### src/rtl/xlat_regs_pkg.sv
package xlat_regs_pkg;

    localparam int FTYPE_W   = 3;
    localparam int NUM_FAULT = 1 << FTYPE_W;

    localparam logic [11:0] OFS_CTRL      = 12'h000;
    localparam logic [11:0] OFS_STAT      = 12'h008;
    localparam logic [11:0] OFS_FLUSH_ALL = 12'h00C;
    localparam logic [11:0] OFS_FLUSH_PG  = 12'h010;
    localparam logic [11:0] OFS_TBASE     = 12'h014;
    localparam logic [11:0] OFS_ISTAT     = 12'h018;
    localparam logic [11:0] OFS_ICLR      = 12'h01C;
    localparam logic [11:0] OFS_FA_PAGE   = 12'h024;
    localparam logic [11:0] OFS_FA_WR     = 12'h028;
    localparam logic [11:0] OFS_FA_RD     = 12'h02C;
    localparam logic [11:0] OFS_FA_BUS    = 12'h030;
    localparam logic [11:0] OFS_VER       = 12'h034;

    localparam logic [31:0] CODE_OFF  = 32'h0000_0000;
    localparam logic [31:0] CODE_RUN  = 32'h0000_0005;
    localparam logic [31:0] CODE_HOLD = 32'h0000_0007;

    typedef enum logic [1:0] {
        ST_OFF   = 2'd0,
        ST_RUN   = 2'd1,
        ST_DRAIN = 2'd2,
        ST_HALT  = 2'd3
    } xlat_state_e;

    typedef enum logic [1:0] {
        FC_PAGE = 2'd0,
        FC_RD   = 2'd1,
        FC_WR   = 2'd2,
        FC_BUS  = 2'd3
    } fault_class_e;

    function automatic fault_class_e class_of(input logic [FTYPE_W-1:0] t);
        case (t)
            3'd0:              return FC_PAGE;
            3'd3:              return FC_BUS;
            3'd1, 3'd4, 3'd5:  return FC_RD;
            default:           return FC_WR;
        endcase
    endfunction

endpackage

### src/rtl/xlat_ctl_fsm.sv
module xlat_ctl_fsm
    import xlat_regs_pkg::*;
#(
    parameter int DATA_W = 32
) (
    input  logic              clk,
    input  logic              rst_n,
    input  logic              cmd_wr,
    input  logic [DATA_W-1:0] cmd_val,
    input  logic              ack_in,
    input  logic              fault_in,
    output logic              enable_o,
    output logic              block_o,
    output logic              halted_o,
    output logic [2:0]        ctrl_code_o
);

    xlat_state_e state_q, state_d;

    always_comb begin
        state_d = state_q;
        if (fault_in && state_q != ST_OFF)
            state_d = ST_HALT;
        else if (cmd_wr && cmd_val == DATA_W'(CODE_RUN))
            state_d = ST_RUN;
        else if (cmd_wr && cmd_val == DATA_W'(CODE_OFF))
            state_d = ST_OFF;
        else if (cmd_wr && cmd_val == DATA_W'(CODE_HOLD) && state_q == ST_RUN)
            state_d = ST_DRAIN;
        else if (state_q == ST_DRAIN && ack_in)
            state_d = ST_HALT;
    end

    always_ff @(posedge clk) begin
        if (!rst_n) state_q <= ST_OFF;
        else        state_q <= state_d;
    end

    always_comb begin
        unique case (state_q)
            ST_OFF: begin
                enable_o = 1'b0; block_o = 1'b0; halted_o = 1'b0; ctrl_code_o = 3'd0;
            end
            ST_RUN: begin
                enable_o = 1'b1; block_o = 1'b0; halted_o = 1'b0; ctrl_code_o = 3'd5;
            end
            ST_DRAIN: begin
                enable_o = 1'b1; block_o = 1'b1; halted_o = 1'b0; ctrl_code_o = 3'd7;
            end
            ST_HALT: begin
                enable_o = 1'b1; block_o = 1'b1; halted_o = 1'b1; ctrl_code_o = 3'd7;
            end
            default: begin
                enable_o = 1'b0; block_o = 1'b0; halted_o = 1'b0; ctrl_code_o = 3'd0;
            end
        endcase
    end

    // an accepted fault always lands in HALT
    a_r4_fault_halts: assert property (@(posedge clk) disable iff (!rst_n)
        (fault_in && state_q != ST_OFF) |=> (state_q == ST_HALT));

    // HALT is only entered through an acknowledge or a fault
    a_r3_halt_cause: assert property (@(posedge clk) disable iff (!rst_n)
        $rose(halted_o) |-> $past(ack_in || fault_in));

    // OFF never asserts the block output
    a_r2_off_no_block: assert property (@(posedge clk) disable iff (!rst_n)
        !enable_o |-> !block_o);

    // an enable write without a fault gives RUN
    a_r2_enable_runs: assert property (@(posedge clk) disable iff (!rst_n)
        (cmd_wr && cmd_val == DATA_W'(CODE_RUN) && !fault_in) |=> (enable_o && !block_o));

endmodule

### src/rtl/xlat_fault_log.sv
module xlat_fault_log
    import xlat_regs_pkg::*;
#(
    parameter int DATA_W = 32
) (
    input  logic                 clk,
    input  logic                 rst_n,
    input  logic                 fault_ok,
    input  logic [FTYPE_W-1:0]   fault_type,
    input  logic [DATA_W-1:0]    fault_addr,
    input  logic                 clr_wr,
    input  logic [NUM_FAULT-1:0] clr_mask,
    output logic [NUM_FAULT-1:0] istat_o,
    output logic [DATA_W-1:0]    fa_page_o,
    output logic [DATA_W-1:0]    fa_rd_o,
    output logic [DATA_W-1:0]    fa_wr_o,
    output logic [DATA_W-1:0]    fa_bus_o,
    output logic                 irq_o
);

    for (genvar i = 0; i < NUM_FAULT; i++) begin : g_bit
        logic set_i;
        assign set_i = fault_ok && (fault_type == FTYPE_W'(i));
        always_ff @(posedge clk) begin
            if (!rst_n)                     istat_o[i] <= 1'b0;
            else if (set_i)                 istat_o[i] <= 1'b1;
            else if (clr_wr && clr_mask[i]) istat_o[i] <= 1'b0;
        end
    end

    fault_class_e cls;
    assign cls = class_of(fault_type);

    always_ff @(posedge clk) begin
        if (!rst_n) begin
            fa_page_o <= '0;
            fa_rd_o   <= '0;
            fa_wr_o   <= '0;
            fa_bus_o  <= '0;
        end else if (fault_ok) begin
            unique case (cls)
                FC_PAGE: fa_page_o <= fault_addr;
                FC_RD:   fa_rd_o   <= fault_addr;
                FC_WR:   fa_wr_o   <= fault_addr;
                FC_BUS:  fa_bus_o  <= fault_addr;
                default: ;
            endcase
        end
    end

    assign irq_o = |istat_o;

    // the bit named by the fault type is pending afterwards
    a_r4_bit_set: assert property (@(posedge clk) disable iff (!rst_n)
        fault_ok |=> istat_o[$past(fault_type)]);

    // cleared bits drop when no fault sets anything that cycle
    a_r6_clear_takes: assert property (@(posedge clk) disable iff (!rst_n)
        (clr_wr && !fault_ok) |=> ((istat_o & $past(clr_mask)) == '0));

    // bus errors land in their own capture register
    a_r5_bus_capture: assert property (@(posedge clk) disable iff (!rst_n)
        (fault_ok && fault_type == 3'd3) |=> (fa_bus_o == $past(fault_addr)));

endmodule

### src/rtl/xlat_flush_strobe.sv
module xlat_flush_strobe #(
    parameter int DATA_W     = 32,
    parameter int PAGE_SHIFT = 12
) (
    input  logic                         clk,
    input  logic                         rst_n,
    input  logic                         all_wr,
    input  logic                         pg_wr,
    input  logic [DATA_W-1:0]            wdata,
    output logic                         flush_all_o,
    output logic                         flush_pg_o,
    output logic [DATA_W-PAGE_SHIFT-1:0] flush_num_o
);

    always_ff @(posedge clk) begin
        if (!rst_n) begin
            flush_all_o <= 1'b0;
            flush_pg_o  <= 1'b0;
            flush_num_o <= '0;
        end else begin
            flush_all_o <= all_wr && wdata[0];
            flush_pg_o  <= pg_wr && wdata[0];
            if (pg_wr && wdata[0])
                flush_num_o <= wdata[DATA_W-1:PAGE_SHIFT];
        end
    end

    // a full flush pulse only follows a qualifying write
    a_r8_flush_cause: assert property (@(posedge clk) disable iff (!rst_n)
        flush_all_o |-> $past(all_wr && wdata[0]));

    // a page flush pulse only follows a qualifying write, with its page
    a_r9_page_cause: assert property (@(posedge clk) disable iff (!rst_n)
        flush_pg_o |-> ($past(pg_wr && wdata[0]) &&
                        flush_num_o == $past(wdata[DATA_W-1:PAGE_SHIFT])));

endmodule

### src/rtl/xlat_ctrl_regs.sv
module xlat_ctrl_regs
    import xlat_regs_pkg::*;
#(
    parameter int DATA_W     = 32,
    parameter int ADDR_W     = 12,
    parameter int PAGE_SHIFT = 12,
    parameter int BASE_ALIGN = 14,
    parameter int VER_MAJOR  = 3
) (
    input  logic                         clk,
    input  logic                         rst_n,
    input  logic                         reg_wr_en,
    input  logic                         reg_rd_en,
    input  logic [ADDR_W-1:0]            reg_addr,
    input  logic [DATA_W-1:0]            reg_wdata,
    output logic [DATA_W-1:0]            reg_rdata,
    output logic                         xl_enable,
    output logic                         xl_block,
    input  logic                         xl_block_ack,
    output logic                         xl_flush_all,
    output logic                         xl_flush_page,
    output logic [DATA_W-PAGE_SHIFT-1:0] xl_flush_page_num,
    output logic [DATA_W-1:0]            xl_table_base,
    input  logic                         flt_valid,
    input  logic [FTYPE_W-1:0]           flt_type,
    input  logic [DATA_W-1:0]            flt_addr,
    output logic                         irq
);

    localparam logic [DATA_W-1:0] BASE_MASK = ~((DATA_W'(1) << BASE_ALIGN) - DATA_W'(1));
    localparam logic [DATA_W-1:0] VER_WORD  = DATA_W'(VER_MAJOR) << (DATA_W - 4);

    logic wr_ctrl, wr_fall, wr_fpg, wr_tbase, wr_iclr;
    assign wr_ctrl  = reg_wr_en && reg_addr == ADDR_W'(OFS_CTRL);
    assign wr_fall  = reg_wr_en && reg_addr == ADDR_W'(OFS_FLUSH_ALL);
    assign wr_fpg   = reg_wr_en && reg_addr == ADDR_W'(OFS_FLUSH_PG);
    assign wr_tbase = reg_wr_en && reg_addr == ADDR_W'(OFS_TBASE);
    assign wr_iclr  = reg_wr_en && reg_addr == ADDR_W'(OFS_ICLR);

    logic                 halted;
    logic [2:0]           ctrl_code;
    logic                 fault_ok;
    logic [NUM_FAULT-1:0] istat;
    logic [DATA_W-1:0]    fa_page, fa_rd, fa_wr, fa_bus;
    logic [DATA_W-1:0]    tbase_q;

    xlat_ctl_fsm #(.DATA_W(DATA_W)) u_fsm (
        .clk        (clk),
        .rst_n      (rst_n),
        .cmd_wr     (wr_ctrl),
        .cmd_val    (reg_wdata),
        .ack_in     (xl_block_ack),
        .fault_in   (flt_valid),
        .enable_o   (xl_enable),
        .block_o    (xl_block),
        .halted_o   (halted),
        .ctrl_code_o(ctrl_code)
    );

    assign fault_ok = flt_valid && xl_enable;

    xlat_fault_log #(.DATA_W(DATA_W)) u_flog (
        .clk       (clk),
        .rst_n     (rst_n),
        .fault_ok  (fault_ok),
        .fault_type(flt_type),
        .fault_addr(flt_addr),
        .clr_wr    (wr_iclr),
        .clr_mask  (reg_wdata[NUM_FAULT-1:0]),
        .istat_o   (istat),
        .fa_page_o (fa_page),
        .fa_rd_o   (fa_rd),
        .fa_wr_o   (fa_wr),
        .fa_bus_o  (fa_bus),
        .irq_o     (irq)
    );

    xlat_flush_strobe #(.DATA_W(DATA_W), .PAGE_SHIFT(PAGE_SHIFT)) u_flush (
        .clk        (clk),
        .rst_n      (rst_n),
        .all_wr     (wr_fall),
        .pg_wr      (wr_fpg),
        .wdata      (reg_wdata),
        .flush_all_o(xl_flush_all),
        .flush_pg_o (xl_flush_page),
        .flush_num_o(xl_flush_page_num)
    );

    always_ff @(posedge clk) begin
        if (!rst_n)        tbase_q <= '0;
        else if (wr_tbase) tbase_q <= reg_wdata & BASE_MASK;
    end
    assign xl_table_base = tbase_q;

    always_comb begin
        reg_rdata = '0;
        if (reg_rd_en) begin
            case (reg_addr)
                ADDR_W'(OFS_CTRL):    reg_rdata = DATA_W'(ctrl_code);
                ADDR_W'(OFS_STAT):    reg_rdata = DATA_W'(halted);
                ADDR_W'(OFS_TBASE):   reg_rdata = tbase_q;
                ADDR_W'(OFS_ISTAT):   reg_rdata = DATA_W'(istat);
                ADDR_W'(OFS_FA_PAGE): reg_rdata = fa_page;
                ADDR_W'(OFS_FA_WR):   reg_rdata = fa_wr;
                ADDR_W'(OFS_FA_RD):   reg_rdata = fa_rd;
                ADDR_W'(OFS_FA_BUS):  reg_rdata = fa_bus;
                ADDR_W'(OFS_VER):     reg_rdata = VER_WORD;
                default:              reg_rdata = '0;
            endcase
        end
    end

    // the table base never carries bits below its alignment
    a_r10_base_aligned: assert property (@(posedge clk) disable iff (!rst_n)
        (xl_table_base & ~BASE_MASK) == '0);

    // the interrupt line goes up after an accepted fault
    a_r7_irq_after_fault: assert property (@(posedge clk) disable iff (!rst_n)
        fault_ok |=> irq);

endmodule

### config.mk
export PLATFORM = sky130hd
export DESIGN_NAME = xlat_ctrl_regs
export DESIGN_NICKNAME = d
export VERILOG_FILES = /design/src/rtl/xlat_regs_pkg.sv /design/src/rtl/xlat_ctl_fsm.sv /design/src/rtl/xlat_fault_log.sv /design/src/rtl/xlat_flush_strobe.sv /design/src/rtl/xlat_ctrl_regs.sv
export SDC_FILE = /design/constraint.sdc
export NUM_CORES = 1
export LEC_CHECK = 0
export BUFFER_PORTS_ARGS = -buffer_cell sky130_fd_sc_hd__buf_2
export CAP_MARGIN = 20
export CORE_ASPECT_RATIO = 1.75
export CORE_MARGIN = 4
export CORE_UTILIZATION = 29
export CTS_CLUSTER_SIZE = 20
export DETAILED_ROUTE_END_ITERATION = 8
export GPL_ROUTABILITY_DRIVEN = 0
export GPL_TIMING_DRIVEN = 0
export SKIP_CTS_REPAIR_TIMING = 1
export SYNTH_ARGS = -nofsm -noshare
export SYNTH_HDL_FRONTEND = slang
export SYNTH_SLANG_ARGS = --single-unit
export TNS_END_PERCENT = 20
### constraint.sdc
create_clock -name clk -period 2.2 [get_ports clk]
set_input_delay 0.44 -clock clk [delete_from_list [all_inputs] [get_ports clk]]
set_output_delay 0.44 -clock clk [all_outputs]
set_load 0.01 [all_outputs]
==> flow_metrics.tcl, run 1 <==
set metrics [dict create \
    clk_pin_slew_ns 0.06 \
    cts_buffers 17 \
    mostFrequentLayoutCells "289 x nand2_1, 178 x dfxtp_1, 158 x buf_2" \
    status "finished with violations" \
    syn2layout_area_growth_pct 29.3 \
    initial_core_util_pct 29.5 \
    drcViolationCount 0 \
    rsz0062_at_grt "yes" \
    intPower_mw 5.15 \
    tightestPinTransition_ns 0.718 \
    synth.area.mux_share_pct 5.24 \
    portBuffers 155 \
    power_density_nw_per_um2 677 \
    synthAdderAreaFrac_pct 0 \
    cts-root-buf "clkbuf_16" \
    antenna_found_initial 7 \
    synth.distinct_cells 52 \
    dpl.hpwl_um 22300 \
    drv_cap 0 \
    synth_top_family_by_area "simple AND/OR/NAND/NOR gates" \
    wirelength_met1_um 10500 \
    htreeDepth 4 \
    crit_family "buffers and inverters" \
    switching_power_mw 1.57 \
    cp-start-kind "input port" \
    finalCriticalPeriod_ns 2.67 \
    seqPwrFrac_pct 47.9 \
    ys_seq_elements 178 \
    path_cells "buf_6, nor4_4, buf_4, and3_4, buf_6, and2_4, buf_8, a222oi_1, a21oi_1, buf_2" \
    final_common_cell "nand2_1" \
    crit_top_cell "buf_6" \
    clk_latency_ns 0.44 \
    violations "negative setup slack" \
    switching_share_pct 23.3 \
    max-vdd-ir-drop_mv 0.564 \
    cp-end-kind "output pin" \
    slew_viol_final 0 \
    final_cells 1498 \
    critPathArrivalTime_ns 2.23 \
    grt_pass1_vias 7432 \
    ioPinCount 174 \
    cp.required_ns 1.76 \
    drt-initial-drc-count 475 \
    setup_slack_ns -0.475 \
    criticalPathCategory "input port to output pin" \
    yosysWarnings 0 \
    fin_area_um2 9930 \
    whs_ns 0.254 \
    drive_above_1_share_pct 24.0 \
    synth_compound_area_share_pct 18.8 \
    cpPeakStageDelay_ns 0.28 \
    cts.sinks 178 \
    worstPathBufferInverterCount 5 \
    overflow 0 \
    drt-total-wl_um 29700 \
    cp_slowest_cell "a21oi_1" \
    final_antenna_net_count 0 \
    grt_pass1_wl_um 43500 \
    grt_max_degree 17 \
    setup_viol 61 \
    rows 78 \
    cts_tree "built" \
    synth_cells 954 \
    viasPerCell 5.13 \
    finalHoldViolCount 0 \
    place_ws_ns -0.942 \
    post-route-util_pct 38.1 \
    routed-wl-met3_um 1650 \
    avgSynthCellArea_um2 8.05 \
    synth_xor_area_share_pct 0.228 \
    fin_skew_ns 0.00595 \
    num_vias 7690 \
    max_freq_mhz 374 \
    leakage_nw 3.89 \
    die_x_um 131 \
    ys_seq_area_share_pct 46.4 \
    placed_area_um2 8910 \
    min_period_over_period_pct 122 \
    drt_pass1_iterations 5 \
    top_layer_used "met5" \
    wl_met2_um 16000 \
    syn_area_um2 7680 \
    ctsLongestPathBuffers 2 \
    hold_path_class "input port to flop" \
    relSlewSlack_pct 52.1 \
    die_area_um2 29300 \
    combPwrFrac_pct 4.8 \
    setup-tns-final_ns -12.53 \
    synth-simple-area-share_pct 22.8 \
    core_area_um2 26100 \
    grt_usage_pct 19.6 \
    avgRoutedWirePerCell_um 19.8 \
    dieHeight_um 223 \
    dpl.cell_count 1442 \
    power_frac_clock_pct 47.3 \
    power_mw 6.72 \
    crit_fanout 7 \
    layout.nets 1245 \
]
synth_stat cells, drive strengths merged:
cell type	count	share of area [%]
a221oi	2	0.23
nand3	7	0.52
and3	4	0.39
and4b	1	0.13
nand3b	1	0.098
and3b	1	0.11
nor4b	3	0.73
a31oi	4	0.33
or2	1	0.081
nor2	60	3.0
a21oi	163	11
inv	1	0.049
nand2b	2	0.16
mux2i	38	5.0
conb	1	0.049
clkinv	1	0.049
nand4b	1	0.11
xor2	2	0.23
a32oi	4	0.46
buf	37	3.9
a22oi	20	2.0
and2	5	0.50
dfxtp	178	46
clkbuf	52	2.5
nand4	7	0.57
nor2b	2	0.16
nor4bb	1	0.13
o21ai	6	0.39
o21a	1	0.098
and4	1	0.11
mux2	2	0.29
a211o	1	0.11
a222oi	28	3.6
o32ai	1	0.11
nand2	291	14
a21o	1	0.098
o21ba	1	0.13
a22o	5	0.57
nor4	12	1.4
a211oi	1	0.098
nor3	4	0.26
layout make-up:
cell class                 count  area [um2]
antenna                        5        12.5
buffer                        87         548
clock buffer                  20         447
clock inverter                12         154
fill                        2741       16100
inverter                       2        7.51
multi-input combinational    698        3760
sequential                   178        3560
tap                          320         400
timing repair buffer         176        1040
flip-flops by register name, indices dropped and copies added (netlist names):
| signal | flops |
|---|---|
| u_flog.fa_page_o | 32 |
| u_flush.flush_num_o | 20 |
| u_fsm.state_q | 2 |
| u_flog.fa_wr_o | 32 |
| xl_table_base | 18 |
| u_flush.flush_pg_o | 1 |
| u_flush.flush_all_o | 1 |
| u_flog.fa_rd_o | 32 |
| u_flog.fa_bus_o | 32 |
| u_flog.istat_o | 8 |
final timing paths:
kind,startpoint,end,slack (ns),cells past startpoint
hold reg to reg,u_flog.fa_bus_o[24]$_SDFFE_PN0P_,u_flog.fa_bus_o[24]$_SDFFE_PN0P_,0.46,2
setup / recovery,reg_addr[8],reg_rdata[14],-0.47,10
setup reg to reg,u_fsm.state_q[1]$_SDFFE_PN0P_,u_flog.fa_rd_o[18]$_SDFFE_PN0P_,-0.06,7
hold / removal,reg_wdata[13],u_flush.flush_num_o[1]$_SDFFE_PN0P_,0.25,3
kinds of logic (layout without fill, tap and decap cells):
family | after synthesis | count (layout)
mux | 40 | 40
buf+inv | 91 | 297
simple gates | 404 | 404
other cells | 1 | 19
xor+xnor | 2 | 2
compound gates | 238 | 238
flops | 178 | 178
worst min-delay path, stage by stage:
cell     delay [ns]
buf_2          0.09
mux2i_1        0.06
nor2_1         0.07
metal layers:
layer	vias to the layer above	global-route usage, %
met5	-	0
met2	277	35.6
met4	4	11.2
met3	73	3.57
met1	3645	20.6
li1	3691	-
power groups by stage:
stage          combinational [mW]  clock (mW)  sequential, mW
3_3_place_gp                0.304           0            3.29
4_1_cts                     0.307        3.20            3.22
6_report                    0.321        3.18            3.22
2_1_floorplan               0.121           0            3.29
3_5_place_dp                0.307           0            3.29
5_1_grt                     0.347        3.34            3.22
No activity file was read; power rests on OpenSTA's default activity.
==> inputs of run 2 (changes only) <==
==> constraint.sdc (replaced) <==
create_clock -name clk -period 3.3 [get_ports clk]
set_input_delay 0.66 -clock clk [delete_from_list [all_inputs] [get_ports clk]]
set_output_delay 0.66 -clock clk [all_outputs]
set_load 0.01 [all_outputs]
==> run 2 against run 1 <==
Compared with the run above:
- the run now ends clean
- via count fell by 1.4%
- sequential power down 33%
- global-route usage is essentially flat
- clock power is 37% lower
- first-iteration DRC count up 19%
- non-clock buffer count is 15 lower
- hold slack better by 0.20 ns
- largest power group unchanged
==> flow_metrics.tcl, run 2 (synthesis gave the netlist of run 1 again) <==
set metrics [dict create \
    drt-total-wl_um 28800 \
    cts_buffers 17 \
    drcViolationCount 0 \
    status "finished clean" \
    ctsLongestPathBuffers 2 \
    cts-root-buf "clkbuf_16" \
    grt_use_met1_pct 20.3 \
    crit_family "buffers and inverters" \
    use_met2_pct 36.3 \
    dieHeight_um 223 \
    finalCriticalPeriod_ns 3.26 \
    use_met3_pct 3.98 \
    slew_viol_final 0 \
    mostFrequentLayoutCells "291 x nand2_1, 178 x dfxtp_1, 165 x buf_2" \
    dpl.cell_count 1442 \
    clk_pin_slew_ns 0.07 \
    grt_busiest_layer "met2" \
    antenna_found_initial 6 \
    path_cells "buf_2, clkbuf_1, o21ai_0, o21ai_0, nand3_1, clkbuf_1, a21oi_1, buf_2" \
    htreeDepth 4 \
    setup_viol 0 \
    viasPerCell 5.12 \
    layout.nets 1230 \
    leakage_nw 3.72 \
    tightestPinTransition_ns 0.745 \
    hold_path_class "flop to flop" \
    grt_pass1_vias 7410 \
    core_area_um2 26100 \
    worstSetupStartpoint "reg_addr[5]" \
    rsz0062_at_grt "yes" \
    num_vias 7584 \
    cp_slowest_cell "clkbuf_1" \
    placed_area_um2 8910 \
    drt-initial-drc-count 564 \
    setup-tns-final_ns 0 \
    ioPinCount 174 \
    relSlewSlack_pct 49.9 \
    cp-end-kind "output pin" \
    max-vdd-ir-drop_mv 0.313 \
    crit_fanout 10 \
    power_density_nw_per_um2 457 \
    cts.sinks 178 \
    cp-start-kind "input port" \
    grt_usage_pct 19.6 \
    cts_tree "built" \
    power_mw 4.35 \
    avgRoutedWirePerCell_um 19.5 \
    overflow 0 \
    drv_cap 0 \
    cp.required_ns 2.64 \
    post-route-util_pct 36.6 \
    rows 78 \
    initial_core_util_pct 29.5 \
    cpPeakStageDelay_ns 0.38 \
    final_antenna_net_count 0 \
    dpl.hpwl_um 22400 \
    drive_above_1_share_pct 21.0 \
    min_period_over_period_pct 98.9 \
    syn2layout_area_growth_pct 24.1 \
    portBuffers 155 \
    final_cells 1481 \
    die_area_um2 29300 \
    fin_area_um2 9530 \
    critPathArrivalTime_ns 2.60 \
    max_freq_mhz 306 \
    min_from "u_flog.fa_wr_o[29]$_SDFFE_PN0P_" \
    grt_max_degree 17 \
    grt_pass1_wl_um 43400 \
    clk_latency_ns 0.44 \
    worstPathBufferInverterCount 4 \
    fin_skew_ns 0.00458 \
    die_x_um 131 \
    final_common_cell "nand2_1" \
    finalHoldViolCount 0 \
    r2r_start "u_fsm.state_q[1]$_SDFFE_PN0P_" \
    drt_pass1_iterations 7 \
    criticalPathCategory "input port to output pin" \
]
## run 2: worst paths after layout
| kind | end | slack (ns) | depth (start not counted) |
|---|---|---|---|
| hold reg to reg | u_flog.fa_wr_o[29]$_SDFFE_PN0P_ | 0.45 | 2 |
| setup reg to reg | u_flog.fa_rd_o[15]$_SDFFE_PN0P_ | 1.07 | 7 |
| hold / removal | u_flog.fa_wr_o[29]$_SDFFE_PN0P_ | 0.45 | 2 |
| setup / recovery | reg_rdata[28] | 0.04 | 8 |
## run 2: through the flow
step	setup slack [ns]	hold slack [ns]
after floorplan	0.565	0.432
after global placement	-0.326	0.441
after detailed placement	-0.319	0.446
after CTS	-0.322	0.455
after global routing	-0.0419	0.471
final	0.0354	0.455
## run 2: where the power goes
group | total, mW | switching (mW) | internal (mW)
registers | 2.15 | 0.0000411 | 2.15
logic | 0.207 | 0.139 | 0.0684
clock network | 2.00 | 0.867 | 1.13
## run 2: routing by layer
| layer | vias to the layer above | wire length [um] |
|---|---|---|
| li1 | 3654 | - |
| met1 | 3573 | 10200 |
| met2 | 287 | 15900 |
| met3 | 66 | 1450 |
| met4 | 4 | 1250 |
| met5 | - | 23 |
## run 2: worst reg2reg max path, delay by kind of cell (launching register included)
family,cells,cell delay (ns)
AND/OR/NAND/NOR,2,0.33
AO/OA/AOI/OAI,3,0.84
buffers and inverters,2,0.70
flip-flops,1,0.29
## run 2: area by class of cell
type / instances / area, um2
clock buffer: 22 / 454
multi-input combinational: 698 / 3690
timing repair buffer: 159 / 806
tap: 320 / 400
fill: 2777 / 16500
sequential: 178 / 3560
inverter: 2 / 7.51
antenna: 4 / 10.0
buffer: 89 / 493
clock inverter: 9 / 108
==> inputs of run 3 (changes only) <==
--- a/config.mk
+++ b/config.mk
@@ -14,6 +14,7 @@
 export DETAILED_ROUTE_END_ITERATION = 8
 export GPL_ROUTABILITY_DRIVEN = 0
 export GPL_TIMING_DRIVEN = 0
+export REMOVE_ABC_BUFFERS = 1
 export SKIP_CTS_REPAIR_TIMING = 1
 export SYNTH_ARGS = -nofsm -noshare
 export SYNTH_HDL_FRONTEND = slang
==> run 3 against run 2 <==
Compared with the run above:
- first-iteration DRC count rose by 11%
- flip-flop and latch count is the same
- clock skew up 0.00065 ns
- wire length decreased by 6.0%
- sequential power about the same
- global-route usage decreased by 1.8 points
- design area up 0.22%
- non-clock buffer count is 65 lower
- fmax rose by 0.88%
- hold slack worse by 0.0014 ns
- sequential share of layout area is 0.083 points lower
- largest cell class unchanged
- highest routed layer is now met4
==> flow_metrics.tcl, run 3 (synthesis gave the netlist of run 1 again) <==
set metrics [dict create \
    status "finished clean" \
    syn2layout_area_growth_pct 24.3 \
    hold_path_class "flop to flop" \
    drt-total-wl_um 27100 \
    die_x_um 131 \
    post-route-util_pct 36.7 \
    combPwrFrac_pct 4.2 \
    power_frac_clock_pct 48.3 \
    setup-tns-final_ns 0 \
    power_density_nw_per_um2 473 \
    max-vdd-ir-drop_mv 0.263 \
    criticalPathCategory "input port to output pin" \
    cp-end-kind "output pin" \
    grt_pass1_vias 7057 \
    relSlewSlack_pct 33.6 \
    ctsLongestPathBuffers 2 \
    grt_max_degree 121 \
    cp.required_ns 2.64 \
    crit_fanout 13 \
    fin_skew_ns 0.00523 \
    cts_tree "built" \
    drive_above_1_share_pct 22.4 \
    antenna_found_initial 0 \
    drv_cap 0 \
    whs_ns 0.453 \
    core_area_um2 26100 \
    fillers 2661 \
    placed_area_um2 8730 \
    leakage_nw 3.70 \
    viasPerCell 5.19 \
    switching_power_uw 982 \
    final_cells 1416 \
    critPathArrivalTime_ns 2.58 \
    final_common_cell "nand2_1" \
    drt-initial-drc-count 624 \
    overflow 0 \
    grt_usage_pct 17.9 \
    clk_pin_slew_ns 0.06 \
    clk_latency_ns 0.44 \
    dpl.cell_count 1370 \
    switching_share_pct 21.8 \
    num_antenna_cells 0 \
    initial_core_util_pct 29.5 \
    finalCriticalPeriod_ns 3.24 \
    finalHoldViolCount 0 \
    layout.nets 1168 \
    drcViolationCount 0 \
    cts_buffers 17 \
    seqPwrFrac_pct 47.6 \
    drt_pass1_iterations 6 \
    grt_pass1_wl_um 39900 \
    dpl.hpwl_um 17600 \
    cts.sinks 178 \
    die_area_um2 29300 \
    cp-start-kind "input port" \
    min_period_over_period_pct 98.1 \
    rows 78 \
    portBuffers 159 \
    final_antenna_net_count 0 \
    slew_viol_final 0 \
    max_freq_mhz 309 \
    fin_area_um2 9550 \
    ioPinCount 174 \
    intPower_mw 3.53 \
    avgRoutedWirePerCell_um 19.1 \
    htreeDepth 4 \
    tightestPinTransition_ns 0.993 \
    dieHeight_um 223 \
    setup_viol 0 \
    mostFrequentLayoutCells "289 x nand2_1, 178 x dfxtp_1, 163 x a21oi_1" \
    num_vias 7354 \
    cts-root-buf "clkbuf_16" \
]
[run 3: layout make-up]
| type | instances | area, um2 | share of cell area, % |
|---|---|---|---|
| Clock inverter | 9 | 151 | 1.59 |
| Clock buffer | 23 | 478 | 5.00 |
| Sequential cell | 178 | 3560 | 37.3 |
| Multi-Input combinational cell | 701 | 3800 | 39.7 |
| Tap cell | 320 | 400 | 4.19 |
| Timing Repair Buffer | 183 | 1150 | 12.0 |
| Inverter | 2 | 12.5 | 0.131 |
[run 3: path summary, 6_finish.rpt]
check | from | end | slack [ns] | depth (start not counted)
setup reg to reg | u_fsm.state_q[1]$_SDFFE_PN0P_ | u_flog.fa_page_o[26]$_SDFFE_PN0P_ | 1.03 | 5
setup / recovery | reg_addr[2] | reg_rdata[0] | 0.06 | 7
hold / removal | u_flog.fa_bus_o[30]$_SDFFE_PN0P_ | u_flog.fa_bus_o[30]$_SDFFE_PN0P_ | 0.45 | 2
hold reg to reg | u_flog.fa_bus_o[30]$_SDFFE_PN0P_ | u_flog.fa_bus_o[30]$_SDFFE_PN0P_ | 0.45 | 2
[run 3: worst max-delay path, cell delays in order]
cell	delay, ns
buf_2	0.27
nor4bb_4	0.40
buf_2	0.25
and2_4	0.33
a222oi_1	0.15
a31oi_1	0.31
buf_2	0.20
[run 3: power by group through the flow]
stage	sequential (mW)	combinational [mW]	clock [mW]
finish	2.15	0.189	2.18
global route	2.15	0.205	2.31
global placement	2.20	0.169	0
floorplan	2.20	0.0536	0
detailed placement	2.20	0.178	0
CTS	2.15	0.179	2.23
[run 3: through the flow]
step,setup slack [ns],power (mW)
finish,0.0637,4.52
detailed placement,-0.559,2.37
CTS,-0.570,4.55
global placement,-2.80,2.37
floorplan,-0.601,2.25
global route,-0.0189,4.66
[run 3: per-layer routing]
layer	vias to the layer above	GRT usage (%)	routed length (um)
met2	262	32.1	14500
met5	-	0	0
met1	3503	19.8	10100
met4	0	7.97	1020
met3	56	3.47	1560
li1	3533	-	-
